[src/rtl/pm_wake_pkg.sv]
// Package pm_wake_pkg
// Shared register-kind encoding for the wake aggregator's register port.
// Assumes the address map is laid out as: pending banks, then enable banks,
// then one control register, then reserved space.
package pm_wake_pkg;

    typedef enum logic [1:0] {
        RK_PEND = 2'd0,
        RK_EN   = 2'd1,
        RK_CTRL = 2'd2,
        RK_NONE = 2'd3
    } reg_kind_e;

    // Classify an address given the number of banks.
    function automatic reg_kind_e classify(input int unsigned addr, input int unsigned banks);
        if (addr < banks)               return RK_PEND;
        else if (addr < 2 * banks)      return RK_EN;
        else if (addr == 2 * banks)     return RK_CTRL;
        else                            return RK_NONE;
    endfunction

endpackage

[src/rtl/pm_wake_enable.sv]
// Module pm_wake_enable
// Holds the per-source enable registers, one byte per bank.
// Assumes its only reset is the standby-power reset. Main-domain resets never
// reach it. Bits cleared in IMPL_MASK are reserved: they read 0 and take no writes.
module pm_wake_enable #(
    parameter int NUM_BANKS = 2,
    parameter int BANK_W    = 8,
    parameter logic [NUM_BANKS*BANK_W-1:0] IMPL_MASK = '1
) (
    input  logic                        clk,
    input  logic                        stby_rst_n,
    input  logic [NUM_BANKS-1:0]        bank_wr_i,
    input  logic [BANK_W-1:0]           wdata_i,
    output logic [NUM_BANKS*BANK_W-1:0] en_o
);

    for (genvar b = 0; b < NUM_BANKS; b++) begin : g_bank
        logic [BANK_W-1:0] en_q;

        // Load the bank on its write strobe; clear only on standby reset.
        always_ff @(posedge clk) begin
            if (!stby_rst_n)
                en_q <= '0;
            else if (bank_wr_i[b])
                en_q <= wdata_i & IMPL_MASK[b*BANK_W +: BANK_W];
        end

        assign en_o[b*BANK_W +: BANK_W] = en_q;
    end

endmodule

[src/rtl/pm_wake_status.sv]
// Module pm_wake_status
// Keeps the sticky pending flags, one per source.
// Assumes events are sampled on every edge. A set on the same edge as a clear
// wins. Reserved sources (IMPL_MASK bit 0) never set.
module pm_wake_status #(
    parameter int NUM_BANKS = 2,
    parameter int BANK_W    = 8,
    parameter logic [NUM_BANKS*BANK_W-1:0] IMPL_MASK = '1
) (
    input  logic                        clk,
    input  logic                        rst_n,
    input  logic [NUM_BANKS*BANK_W-1:0] evt_i,
    input  logic [NUM_BANKS*BANK_W-1:0] clr_i,
    output logic [NUM_BANKS*BANK_W-1:0] pend_o
);

    for (genvar b = 0; b < NUM_BANKS; b++) begin : g_bank
        localparam logic [BANK_W-1:0] BMASK = IMPL_MASK[b*BANK_W +: BANK_W];
        logic [BANK_W-1:0] pend_q;
        logic [BANK_W-1:0] evt_b;
        logic [BANK_W-1:0] clr_b;

        assign evt_b = evt_i[b*BANK_W +: BANK_W];
        assign clr_b = clr_i[b*BANK_W +: BANK_W];

        // Apply clears first, then set from events so a new event wins.
        always_ff @(posedge clk) begin
            if (!rst_n)
                pend_q <= '0;
            else
                pend_q <= ((pend_q & ~clr_b) | evt_b) & BMASK;
        end

        assign pend_o[b*BANK_W +: BANK_W] = pend_q;
    end

endmodule

[src/rtl/pm_wake_regif.sv]
// Module pm_wake_regif
// Decodes the byte-wide register port and muxes the read data. Also holds the
// global enable bit, which lives in the main reset domain.
// Assumes combinational reads and writes on the edge where the strobe is high.
module pm_wake_regif
    import pm_wake_pkg::*;
#(
    parameter int NUM_BANKS = 2,
    parameter int BANK_W    = 8,
    parameter int ADDR_W    = 3
) (
    input  logic                        clk,
    input  logic                        main_rst_n,
    input  logic                        wr_i,
    input  logic [ADDR_W-1:0]           addr_i,
    input  logic [BANK_W-1:0]           wdata_i,
    input  logic [NUM_BANKS*BANK_W-1:0] en_i,
    input  logic [NUM_BANKS*BANK_W-1:0] pend_i,
    output logic [NUM_BANKS-1:0]        en_wr_o,
    output logic [NUM_BANKS*BANK_W-1:0] pend_clr_o,
    output logic                        gbl_en_o,
    output logic [BANK_W-1:0]           rdata_o
);

    localparam int EN_BASE  = NUM_BANKS;
    localparam int CTRL_IDX = 2 * NUM_BANKS;
    localparam logic [ADDR_W-1:0] CTRL_ADDR = ADDR_W'(CTRL_IDX);

    logic [NUM_BANKS-1:0] sel_pend;
    logic [NUM_BANKS-1:0] sel_en;
    logic                 sel_ctrl;
    logic                 gbl_q;
    reg_kind_e            kind;

    assign kind     = classify(int'(addr_i), NUM_BANKS);
    assign sel_ctrl = (kind == RK_CTRL) && (addr_i == CTRL_ADDR);

    for (genvar b = 0; b < NUM_BANKS; b++) begin : g_sel
        assign sel_pend[b] = (kind == RK_PEND) && (addr_i == ADDR_W'(b));
        assign sel_en[b]   = (kind == RK_EN)   && (addr_i == ADDR_W'(EN_BASE + b));
        assign en_wr_o[b]  = wr_i && sel_en[b];
        assign pend_clr_o[b*BANK_W +: BANK_W] = (wr_i && sel_pend[b]) ? wdata_i : '0;
    end

    // Global enable register, cleared by the main-domain reset.
    always_ff @(posedge clk) begin
        if (!main_rst_n)
            gbl_q <= 1'b0;
        else if (wr_i && sel_ctrl)
            gbl_q <= wdata_i[0];
    end

    assign gbl_en_o = gbl_q;

    // Read mux: selected bank or control byte; zero for reserved space.
    always_comb begin
        rdata_o = '0;
        for (int b = 0; b < NUM_BANKS; b++) begin
            if (sel_pend[b]) rdata_o = pend_i[b*BANK_W +: BANK_W];
            if (sel_en[b])   rdata_o = en_i[b*BANK_W +: BANK_W];
        end
        if (sel_ctrl) rdata_o = {{(BANK_W-1){1'b0}}, gbl_q};
    end

endmodule

[src/rtl/pm_wake_agg.sv]
// Module pm_wake_agg (top)
// Collects wake events into sticky pending flags, gates them with per-source
// and global enables, and drives one active-low wake request.
// Assumes synchronous active-low resets. The pending flags and the global enable
// clear on either reset; the enables clear on standby reset only.
module pm_wake_agg #(
    parameter int NUM_BANKS = 2,
    parameter int BANK_W    = 8,
    parameter int ADDR_W    = 3,
    parameter logic [NUM_BANKS*BANK_W-1:0] IMPL_MASK = 16'hFFFE
) (
    input  logic                        clk,
    input  logic                        stby_rst_n,
    input  logic                        main_rst_n,
    input  logic [NUM_BANKS*BANK_W-1:0] wake_evt_i,
    input  logic                        reg_wr_i,
    input  logic [ADDR_W-1:0]           reg_addr_i,
    input  logic [BANK_W-1:0]           reg_wdata_i,
    output logic [BANK_W-1:0]           reg_rdata_o,
    output logic                        wake_n_o
);

    localparam int SRC_N = NUM_BANKS * BANK_W;

    logic [SRC_N-1:0]     en_all;
    logic [SRC_N-1:0]     pend_all;
    logic [SRC_N-1:0]     pend_clr;
    logic [NUM_BANKS-1:0] en_wr;
    logic                 gbl_en;
    logic                 main_dom_rst_n;

    assign main_dom_rst_n = stby_rst_n & main_rst_n;

    pm_wake_regif #(.NUM_BANKS(NUM_BANKS), .BANK_W(BANK_W), .ADDR_W(ADDR_W)) u_regif (
        .clk        (clk),
        .main_rst_n (main_dom_rst_n),
        .wr_i       (reg_wr_i),
        .addr_i     (reg_addr_i),
        .wdata_i    (reg_wdata_i),
        .en_i       (en_all),
        .pend_i     (pend_all),
        .en_wr_o    (en_wr),
        .pend_clr_o (pend_clr),
        .gbl_en_o   (gbl_en),
        .rdata_o    (reg_rdata_o)
    );

    pm_wake_enable #(.NUM_BANKS(NUM_BANKS), .BANK_W(BANK_W), .IMPL_MASK(IMPL_MASK)) u_enable (
        .clk        (clk),
        .stby_rst_n (stby_rst_n),
        .bank_wr_i  (en_wr),
        .wdata_i    (reg_wdata_i),
        .en_o       (en_all)
    );

    pm_wake_status #(.NUM_BANKS(NUM_BANKS), .BANK_W(BANK_W), .IMPL_MASK(IMPL_MASK)) u_status (
        .clk    (clk),
        .rst_n  (main_dom_rst_n),
        .evt_i  (wake_evt_i),
        .clr_i  (pend_clr),
        .pend_o (pend_all)
    );

    // Combine the enabled pending flags into the active-low wake request.
    assign wake_n_o = ~(gbl_en & (|(en_all & pend_all)));

endmodule

[config.mk]
export PLATFORM = sky130hd
export DESIGN_NAME = pm_wake_agg
export DESIGN_NICKNAME = d
export VERILOG_FILES = /design/src/rtl/pm_wake_pkg.sv /design/src/rtl/pm_wake_enable.sv /design/src/rtl/pm_wake_status.sv /design/src/rtl/pm_wake_regif.sv /design/src/rtl/pm_wake_agg.sv
export SDC_FILE = /design/constraint.sdc
export NUM_CORES = 1
export LEC_CHECK = 0
export ABC_AREA = 1
export CORE_UTILIZATION = 40
export CTS_CLUSTER_SIZE = 40
export DETAILED_ROUTE_END_ITERATION = 12
export GPL_TIMING_DRIVEN = 0
export PLACE_DENSITY = 0.7
export SYNTH_ARGS = -nofsm -noshare
export SYNTH_HDL_FRONTEND = slang
export SYNTH_HIERARCHICAL = 1
export SYNTH_SLANG_ARGS = --single-unit
export TNS_END_PERCENT = 100
[constraint.sdc]
create_clock -name clk -period 2.56 [get_ports clk]
set_input_delay 0.256 -clock clk [delete_from_list [all_inputs] [get_ports clk]]
set_output_delay 0.256 -clock clk [all_outputs]
set_load 0.01 [all_outputs]
==> out/qor.yml <==
cts_htree_levels: 2
port_buffers: 38
fmax_mhz: 425.4
critPathArrivalTime_ns: 2.09
num_rows: 24
antenna_found_initial: 0
pwr-share-comb: 0.182
drcViolationCount: 0
crit_path_start_kind: "input pin"
cts_resized: 0
irDropWorstVdd_mv: 0.2257
root_buffer: "clkbuf_8"
io_pins: 40
tightest_slew_ns: 0.8555
use_met3: 0.05051
syn2layout_area_growth_pct: 28.14
power_frac_clock: 0.344
routed_wl_microns: 4890
seqPwrFrac: 0.474
initial_core_util: 0.4240
design.final.nets: 388
internal-power_w: 0.0007898
layout_commonest_cell: "nand2_1"
whs_path_depth: 2
post-cts-setup-buffer-count: 0
dpl.hpwl_microns: 3595
layout_common_cells: "nand2_1 (92), nor2_1 (71), inv_1 (50)"
gr-total-overflow: 0
busiest_layer: "met2"
holdBufCountCts: 0
worstSetupPathType: "in2out"
drv_slew: 0
worst_skew_pair.late_latency_ns: 0.28
clockBufferDepth: 2
slew-limit-headroom: 0.4244
hold_path_end: "u_enable/g_bank[1].en_q[3]"
drt_pass1_iterations: 5
setup_tns_ns: 0
seq_area_sq_um: 620.6
whs_ns: 0.4864
layout-drive-gt1-share: 0.1089
numCtsBuffers: 5
netlist_instances: 312
multiInputGateArea_sq_um: 934.6
period_minus_slack_ns: 2.351
synth-warning-count: 6
core_area_sq_mm: 0.004414
r2r_slack_ns: 1.93
p_sw_frac: 0.2771
dieArea_sq_mm: 0.004957
hp-class: "reg2reg"
wl_per_cell_microns: 11.93
dr_total_vias: 1911
die_w_microns: 70.41
power.density_mw_per_mm2: 455.5
cts_tree: "built"
cp_max_fo: 10
clk_pin_slew_ns: 0.07
clock-sinks: 31
synth_fp_nets: 343
reg2regPathDepth: 2
met1_usage: 0.2931
antenna_cells: 0
grt.total_usage: 0.2097
switchingPower_w: 0.0003028
r2r-end: "u_status/g_bank[0].pend_q[7]"
fin_skew_ns: 0
dr.first_iter.drc_count: 126
outcome: "completed"
timing.rr.start: "u_status/g_bank[0].pend_q[7]"
fp.dieH_microns: 70.41
required_ns: 2.30
critPathCaptureType: "primary output"
holdCritStartpoint: "u_enable/g_bank[1].en_q[3]"
drtAntennaViolNets: 0
drv_cap: 0
p_leak_nw: 1.171
hold_viol: 0
use_met2: 0.3122
post-route-period-util: 0.9183
setup_violations: 0
grt_setup_unrepaired: "no"
gp_congestion: 0.8874
grt_pass1_wl_microns: 7879
grt_max_degree: 11
fill_cells: 469
syn_area_per_cell_sq_um: 5.999
netlist_area_sq_mm: 0.001872
grt_pass1_vias: 1608
avgViaCountPerCell: 4.661
## worst max-delay path: stages
cell             delay, ns
clkdlybuf4s50_1       0.49
clkinv_1              0.25
buf_2                 0.28
nand3_1               0.10
nand2_1               0.07
nor2_1                0.12
nor2_1                0.05
clkdlybuf4s50_1       0.47
## registers in the layout, summed over array words and instances, names as in the netlist
register                cells
u_status/g_bank.pend_q     15
u_enable/g_bank.en_q       15
u_regif/gbl_en_o            1
## power by group through the flow
stage	registers, W	clock network (W)	logic (W)
final	0.000518	0.000376	0.000198
after global routing	0.000521	0.000414	0.000217
after CTS	0.000518	0.000388	0.000198
after detailed placement	0.000529	0	0.000197
after global placement	0.000529	0	0.000195
after floorplan	0.000524	0	0.000108
## per-layer routing
metal | part of all wire | wire length (microns)
met3 | 0.063 | 306
met1 | 0.47 | 2313
met2 | 0.45 | 2204
met5 | 0 | 0
met4 | 0.013 | 65
## how the worst max path moves through the flow
stage | from | endpoint | slack (ns) | cells after the start
after floorplan | reg_addr_i[0] | u_enable/g_bank[0].en_q[4] | 1.15 | 6
after global placement | reg_addr_i[0] | reg_rdata_o[2] | 0.25 | 8
after detailed placement | reg_addr_i[0] | reg_rdata_o[2] | 0.23 | 8
after CTS | reg_addr_i[0] | reg_rdata_o[2] | 0.23 | 8
after global routing | reg_addr_i[0] | reg_rdata_o[3] | 0.13 | 8
final | reg_addr_i[0] | reg_rdata_o[2] | 0.21 | 8
## stage by stage
step,instances,setup slack [ns],total power [W],utilization,area [sq um]
after CTS,410,0.2324,0.001103,0.5434,2399
final,410,0.2093,0.001093,0.5434,2399
after global routing,410,0.1315,0.001152,0.5434,2399
after floorplan,312,1.154,0.0006323,-,1872
after detailed placement,402,0.2324,0.0007257,0.5249,2317
after global placement,402,0.2467,0.0007240,0.5249,2317
## layout make-up
type                       count  area share
clock buffer                   7     0.03182
buffer                        12     0.04747
inverter                      54     0.08451
multi-input combinational    215      0.3897
timing repair buffer          38      0.1586
clock inverter                 1    0.002087
sequential                    31      0.2587
tap                           52     0.02713
Power figures use the tool's default switching activity.
